File: config.mk
export PLATFORM = sky130hd
export DESIGN_NAME = smm_mem_router
export DESIGN_NICKNAME = d
export VERILOG_FILES = /design/src/rtl/smm_pkg.sv /design/src/rtl/smm_ctrl.sv /design/src/rtl/smm_path.sv /design/src/rtl/smm_mem_router.sv
export SDC_FILE = /design/constraint.sdc
export NUM_CORES = 1
export LEC_CHECK = 0
export ABC_AREA = 0
export BUFFER_PORTS_ARGS = -buffer_cell sky130_fd_sc_hd__buf_2
export CAP_MARGIN = 20
export CORE_UTILIZATION = 40
export DETAILED_ROUTE_END_ITERATION = 6
export HOLD_SLACK_MARGIN = 0.05
export PLACE_DENSITY_LB_ADDON = 0.08
export SYNTH_ARGS = -nofsm -noshare
export SYNTH_HDL_FRONTEND = slang
export SYNTH_SLANG_ARGS = --single-unit
File: constraint.sdc
create_clock -name clk -period 3 [get_ports clk]
set_input_delay 0.3 -clock clk [delete_from_list [all_inputs] [get_ports clk]]
set_output_delay 0.3 -clock clk [all_outputs]
set_load 0.02 [all_outputs]
File: src/rtl/smm_pkg.sv
package smm_pkg;
  localparam int SMM_AW = 32;

  typedef enum logic [1:0] {
    ROUTE_DRAM = 2'd0,
    ROUTE_PCI  = 2'd1,
    ROUTE_HOLE = 2'd2
  } route_e;

  // Strobes from the register control to the address datapath.
  typedef struct packed {
    logic              openWin;
    logic              highSel;
    logic              globalEn;
    logic [SMM_AW-1:0] tsegBytes;
  } smmCtl_t;
endpackage

File: src/rtl/smm_ctrl.sv
module smm_ctrl
  import smm_pkg::*;
#(
  parameter logic [7:0] LEG_MASK_OPEN = 8'h07,
  parameter logic [7:0] LEG_MASK_LOCK = 8'h00,
  parameter logic [7:0] EXT_MASK_OPEN = 8'h0F,
  parameter logic [7:0] EXT_MASK_LOCK = 8'h00
) (
  input  logic       clk,
  input  logic       rstN,
  input  logic       wrEn,
  input  logic       wrSel,
  input  logic [7:0] wrData,
  output logic [7:0] rdData,
  output smmCtl_t    ctl
);
  localparam int B_OPEN = 0;
  localparam int B_LOCK = 1;
  localparam int B_GLOB = 2;
  localparam int B_HIGH = 0;
  localparam int B_SZLO = 1;
  localparam int B_TEN  = 3;
  localparam logic [SMM_AW-1:0] MIB = 32'h0010_0000;

  logic [7:0] legReg, extReg, legNext, extNext;
  logic [7:0] legMask, extMask;
  logic       lockNow;

  assign lockNow = legReg[B_LOCK];
  assign legMask = lockNow ? LEG_MASK_LOCK : LEG_MASK_OPEN;
  assign extMask = lockNow ? EXT_MASK_LOCK : EXT_MASK_OPEN;

  always_comb begin
    legNext = legReg;
    extNext = extReg;
    if (wrEn && !wrSel) legNext = (legReg & ~legMask) | (wrData & legMask);
    if (wrEn && wrSel)  extNext = (extReg & ~extMask) | (wrData & extMask);
    if (legNext[B_LOCK]) legNext[B_OPEN] = 1'b0;
  end

  always_ff @(posedge clk) begin
    if (!rstN) begin
      legReg <= 8'h00;
      extReg <= 8'h00;
    end else begin
      legReg <= legNext;
      extReg <= extNext;
    end
  end

  function automatic logic [SMM_AW-1:0] segSize(input logic en, input logic [1:0] code);
    if (!en) return '0;
    case (code)
      2'd0:    return MIB;
      2'd1:    return MIB << 1;
      2'd2:    return MIB << 3;
      default: return '0;
    endcase
  endfunction

  always_comb begin
    ctl.openWin   = legReg[B_OPEN];
    ctl.globalEn  = legReg[B_GLOB];
    ctl.highSel   = extReg[B_HIGH];
    ctl.tsegBytes = segSize(extReg[B_TEN], extReg[B_SZLO+1:B_SZLO]);
  end

  assign rdData = wrSel ? extReg : legReg;

  // lock stays set until reset
  p_lock_sticky_r3: assert property (@(posedge clk) disable iff (!rstN)
    lockNow |=> lockNow);
  // the open bit is never seen together with the lock
  p_lock_closes_r3: assert property (@(posedge clk) disable iff (!rstN)
    lockNow |-> !legReg[B_OPEN]);
  // both registers are frozen once locked
  p_lock_frozen_r3: assert property (@(posedge clk) disable iff (!rstN)
    lockNow |=> ($stable(legReg) && $stable(extReg)));
endmodule

File: src/rtl/smm_path.sv
module smm_path
  import smm_pkg::*;
#(
  parameter logic [SMM_AW-1:0] TOP_LOW   = 32'h8000_0000,
  parameter logic [SMM_AW-1:0] LOW_BASE  = 32'h000A_0000,
  parameter logic [SMM_AW-1:0] HIGH_BASE = 32'hFEDA_0000,
  parameter logic [SMM_AW-1:0] WIN_BYTES = 32'h0002_0000
) (
  input  logic              clk,
  input  logic              rstN,
  input  smmCtl_t           ctl,
  input  logic              reqValid,
  input  logic [SMM_AW-1:0] reqAddr,
  input  logic              reqSmm,
  output logic              outValid,
  output logic [1:0]        outRoute,
  output logic [SMM_AW-1:0] outAddr,
  output logic [SMM_AW-1:0] outData
);
  localparam logic [SMM_AW-1:0] LOW_END  = LOW_BASE + WIN_BYTES;
  localparam logic [SMM_AW-1:0] HIGH_END = HIGH_BASE + WIN_BYTES;

  logic              inLow, inHigh, inSeg, lowDram, highDram;
  logic [SMM_AW-1:0] segBase;
  route_e            nxtRoute;
  logic [SMM_AW-1:0] nxtAddr;

  assign segBase = TOP_LOW - ctl.tsegBytes;
  assign inLow   = (reqAddr >= LOW_BASE) && (reqAddr < LOW_END);
  assign inHigh  = (reqAddr >= HIGH_BASE) && (reqAddr < HIGH_END);
  assign inSeg   = (ctl.tsegBytes != '0) && (reqAddr >= segBase) && (reqAddr < TOP_LOW);

  always_comb begin
    if (reqSmm) begin
      lowDram  = !ctl.highSel && (ctl.globalEn || ctl.openWin);
      highDram =  ctl.highSel && (ctl.globalEn || ctl.openWin);
    end else begin
      lowDram  = !ctl.highSel && ctl.openWin;
      highDram =  ctl.highSel && ctl.openWin;
    end
  end

  always_comb begin
    nxtAddr = reqAddr;
    if (inLow) begin
      nxtRoute = lowDram ? ROUTE_DRAM : ROUTE_PCI;
    end else if (inHigh && highDram) begin
      nxtRoute = ROUTE_DRAM;
      nxtAddr  = reqAddr - HIGH_BASE + LOW_BASE;
    end else if (inSeg) begin
      nxtRoute = reqSmm ? ROUTE_DRAM : ROUTE_HOLE;
    end else begin
      nxtRoute = (reqAddr < TOP_LOW) ? ROUTE_DRAM : ROUTE_PCI;
    end
  end

  always_ff @(posedge clk) begin
    if (!rstN) begin
      outValid <= 1'b0;
      outRoute <= ROUTE_DRAM;
      outAddr  <= '0;
      outData  <= '0;
    end else begin
      outValid <= reqValid;
      outRoute <= nxtRoute;
      outAddr  <= nxtAddr;
      outData  <= (nxtRoute == ROUTE_HOLE) ? '1 : '0;
    end
  end

  // one cycle from request to decision
  p_one_cycle_r10: assert property (@(posedge clk) disable iff (!rstN)
    reqValid |=> outValid);
  // only normal-mode requests below the top of low memory are blackholed
  p_hole_scope_r8: assert property (@(posedge clk) disable iff (!rstN)
    (outValid && outRoute == ROUTE_HOLE) |-> (!$past(reqSmm) && $past(reqAddr) < TOP_LOW));
  // no unused route code ever leaves the block
  p_route_code_r9: assert property (@(posedge clk) disable iff (!rstN)
    outValid |-> (outRoute != 2'd3));
endmodule

File: src/rtl/smm_mem_router.sv
module smm_mem_router
  import smm_pkg::*;
#(
  parameter logic [31:0] TOP_LOW = 32'h8000_0000
) (
  input  logic        clk,
  input  logic        rstN,
  input  logic        cfgWrEn,
  input  logic        cfgSel,
  input  logic [7:0]  cfgWrData,
  output logic [7:0]  cfgRdData,
  input  logic        reqValid,
  input  logic [31:0] reqAddr,
  input  logic        reqSmm,
  output logic        outValid,
  output logic [1:0]  outRoute,
  output logic [31:0] outAddr,
  output logic [31:0] outData
);
  smmCtl_t ctl;

  smm_ctrl u_ctrl (
    .clk(clk), .rstN(rstN), .wrEn(cfgWrEn), .wrSel(cfgSel),
    .wrData(cfgWrData), .rdData(cfgRdData), .ctl(ctl)
  );

  smm_path #(.TOP_LOW(TOP_LOW)) u_path (
    .clk(clk), .rstN(rstN), .ctl(ctl), .reqValid(reqValid),
    .reqAddr(reqAddr), .reqSmm(reqSmm), .outValid(outValid),
    .outRoute(outRoute), .outAddr(outAddr), .outData(outData)
  );
endmodule

After elaboration in Yosys (flattened, before gate mapping)
Index checks and enable logic that the tools add are counted.
- reductions and logical operators: 17
- $lt $le $gt $ge: 6
- mux-type cells: 17
- bitwise logic cells: 9
- eq/ne operators: 3
- add/sub/neg operators: 3
- operators by type and width (operator ; number):
    2-to-1 mux 32 bit ; 4
    one-hot mux 24 bit (3 select lines) ; 1
    less-than comparator 32 bit (second input constant) ; 2
    adder 32 x 20 -> 32 bit (second input constant) ; 1
    bitwise AND 8 bit ; 4
    greater-or-equal comparator 32 x 20 -> 1 bit (second input constant) ; 1
    greater-or-equal comparator 32 bit ; 1
    greater-or-equal comparator 32 bit (second input constant) ; 1
    less-than comparator 32 x 20 -> 1 bit (second input constant) ; 1
    nonzero test 32 bit ; 1
    subtractor 32 bit (first input constant) ; 1
    subtractor 32 bit (second input constant) ; 1
    inverter 8 bit ; 2
    bitwise OR 8 bit ; 2
    logical AND 1 bit ; 11
    2-to-1 mux 2 bit ; 5
    2-to-1 mux 8 bit ; 1
    == test 2 bit (second input constant) ; 2
    2-to-1 mux 1 bit ; 4
    2-to-1 mux 4 bit ; 1
    2-to-1 mux 3 bit ; 1
    == test 2 x 1 -> 1 bit (second input constant) ; 1
    logical NOT 1 bit ; 2
    logical NOT 2 bit ; 1
    3 further kinds ; 3
- word-level logic and storage cells: 63
- input port bits: 46
- output and inout port bits: 75
- flip-flop bits (word level): 83

Depth between registers and ports, before layout
- depth in word-level cells: 12
- mapped depth: 12
- depth with buffers taken out: 11

By module
Synthesis repeated with hierarchy kept, for this count alone.
- cell total of the unflattened synthesis: 386
- area total of the unflattened synthesis: 3319.4 um2
- modules (own cells, without submodules) (module ; instances ; cells an instance ; area an instance (um2) ; sequential area each (um2)):
    smm_path ; 1 ; 312 ; 2705.1 ; 720.7
    smm_ctrl ; 1 ; 74 ; 614.3 ; 140.1

Worst setup path before layout
OpenSTA, ideal clock, no wires.
- kind: register -> register
- from: reg with a tool-made name
- to: reg u_path.outData[30]
- period minus slack after synthesis: 2.222 ns
- library setup time: 0.101 ns
- stages on the path, launching flop included: 12
- slack: 0.778 ns
- required time: 2.899 ns
- arrival time: 2.121 ns
- buffers on the path: 1
- cell sequence: dfxtp_1 > or3b_1 > ha_1 > and2_1 > buf_2 > inv_2 > ha_1 > o21ai_0 > o21bai_1 > o31ai_1 > o32a_1 > o41ai_1
- RTL lines (what ; RTL line ; RTL):
    end signal: assignment ; smm_path.sv:67 ; outData <= (nxtRoute == ROUTE_HOLE) ? '1 : '0;
    end: declaration ; smm_path.sv:18 ; output logic [SMM_AW-1:0] outData

==> flow_summary_export.csv <==
group,metric,value,unit
yosys,synth_seq_cells,43,
timing,drv_slew,0,
drt,dr.first_iter.drc_count,88,
power,ir_worst_vdd,0.302,mV
clock_tree,clkSinkCount,43,
layout,nFillCells,521,
placed_design,port_buffers,112,
timing,max_freq,420,MHz
power,p_leak,1.42,nW
grt,antenna_found_initial,0,
layout,multi_input_area,986,µm²
clock_tree,cts_buffer_depth,2,
setup_path,end_kind,"register",
yosys,yosysMostFrequentCell,"dfxtp_1",
setup_path,cp_slowest_cell,"dfxtp_1",
timing,max-slew-margin-rel,54.5,%
timing,finalSetupViolCount,0,
run_status,status,"finished clean",
grt,grt_usage,16.0,%
power,p_total,1.26,mW
layout,design_area,0.00265,mm²
yosys,yosysTopAreaCell,"dfxtp_1",
setup_path,crit_chain,"or3b_1, ha_1, and2_1, inv_2, ha_1, o21ai_0, o21bai_1, o31ai_1, o32a_1, o41ai_1",
flow_run,max_cap_viol_count,0,
drt,wl_per_cell,11.9,µm
yosys,muxShareOfSynthArea,3.42,%
yosys,ys_top_cells_by_area,"dfxtp_1, buf_4, and2_1",
clock_tree,ctsHoldBuffers,0,
timing,worst_pin_slew,682,ps
setup_path,crit_arrival,2570,ps
yosys,yosysWarnings,0,
yosys,synth-simple-area-share,24.2,%
timing,hold_viol,0,
die,die_area,0.00569,mm²
grt,grt_overflow,0,
setup_path,cpMostUsedCell,"ha_1",
layout,nets,367,
layout,regArea,861,µm²
clock_tree,cts_buffers,5,
clock_tree,clkLatencyLatePin,290,ps
clock_tree,postCtsSetupRepairBufs,0,
layout,num_antenna_cells,0,
yosys,synth_top_cell_area_share,39.9,%
die,num_io_pins,121,
yosys,synth_edf_count,0,
layout,drive_gt1_share,40.9,%
setup_path,worst_setup_path_start_kind,"register",
timing,final.period_utilization,79.4,%
yosys,synthAdderAreaFrac,5.22,%
placed_design,placed_cell_area,0.00253,mm²
setup_path,critPathKind,"register to register",
drt,vias_per_cell,4.72,
yosys,synth_cells,231,
grt,grt_pass1_wl,6820,µm
clock_tree,cts_resized,0,
placed_design,hpwl,3550,µm
clock_tree,cts_root_buf,"clkbuf_8",
timing,fin_skew,2.50,ps
timing,finalCriticalPeriod,2380,ps
setup_path,cp_max_fo,6,
yosys,synth_xor_area_share,0,%
timing,rsz0062_at_grt,"no",
yosys,synth_seq_area_share,39.9,%
yosys,syn-cell-area,0.00216,mm²
placed_design,globalplace.congestion,0.849,
drt,drtPass1Iterations,4,
die,start_util,42.0,%
setup_path,crit_required,3190,ps
yosys,syn_area_per_cell,9.34,µm²
clock_tree,cts_tree,"yes",
setup_path,crit_path_max_incr_delay,450,ps
layout,syn_to_final_growth,22.6,%
drt,drc,0,
clock_tree,clk_pin_slew,80,ps
die,coreArea,0.00514,mm²
yosys,synth_common_cells,"dfxtp_1, buf_4, and2_1",
drt,vias,1808,
grt,grt_pass1_vias,1482,
yosys,synth_cell_types,47,
grt,grt_max_degree,45,
yosys,synth_top_family_by_area,"simple AND/OR/NAND/NOR gates",
timing,whs,215,ps
clock_tree,cts-htree-levels,2,
hold_path,hold_class,"input pin to register",
yosys,synth_compound_area_share,12.2,%
die,die_h,75.4,µm
yosys,async_reset_ff_share,0,%
drt,routed_wl,4560,µm
die,die_w,75.4,µm
yosys,synthFlopType,"dfxtp_1",
power,power_density,475,mW/mm²
timing,setup_tns,0,ps
die,rows,26,
drt,antenna_left,0,
==> layer usage <==
layer  global-route usage [%]  routed length (µm)  vias to the layer above
li1                         -                   -                      940
met1                     19.9                2020                      801
met2                     26.4                2170                       65
met3                     5.03                 333                        2
met4                     5.56                  29                        0
met5                        0                   0                        -
==> per-stage QoR <==
stage                     cells  setup WS, ps  util [%]
after floorplan             234           778         -
after CTS                   383           591      51.5
after global routing        383           446      51.5
final                       383           619      51.5
after global placement      375           651      49.3
after detailed placement    375           612      49.3
==> placed cells by master, fill, tap and decap left out, drive strengths merged, types with 5 or more instances in the layout <==
master / n
nor2: 10
and2: 23
inv: 8
and3: 7
ha: 9
o21ai: 8
nor4: 7
nor2b: 5
dfxtp: 43
clkbuf: 5
buf: 113
nand2: 11
a21oi: 8
==> worst paths after layout <==
kind / start / endpoint / slack (ps) / cells after the start
worst min-delay path: reqValid / u_path.outValid$_SDFF_PN0_ / 210 / 2
worst max-delay path: register / u_path.outRoute[1]$_SDFF_PN0_ / 620 / 10
worst min register to register: register / register / 520 / 2
worst max register to register: register / u_path.outRoute[1]$_SDFF_PN0_ / 620 / 10
==> layout make-up <==
class	instances	share of cell area [%]
multi-input combinational	141	37.3
sequential	43	32.5
timing repair buffer	113	21.5
tap	70	3.31
clock buffer	5	2.60
clock inverter	3	1.66
inverter	8	1.14
==> power by group <==
group | internal [mW] | switching [mW]
Sequential | 0.599 | 0.0112
Clock | 0.248 | 0.191
Combinational | 0.0842 | 0.123
==> kinds of logic (layout without fill, tap and decap cells) <==
kind of cell / count (synthesis) / count (layout)
buffers and inverters: 50 / 129
and+or+nand+nor: 84 / 84
muxes: 7 / 7
adders and majority gates: 9 / 9
other: 1 / 4
DFF: 43 / 43
AOI/OAI and AO/OA: 37 / 37
==> worst max-delay path, delay by kind of cell, from the launching register on <==
kind	cells	cell delay (ps)
buffers and inverters	1	100
AOI/OAI and AO/OA	5	690
adders and majority gates	2	410
and+or+nand+nor	2	620
DFF	1	450
Note: power is estimated with default switching activity, not from simulation.
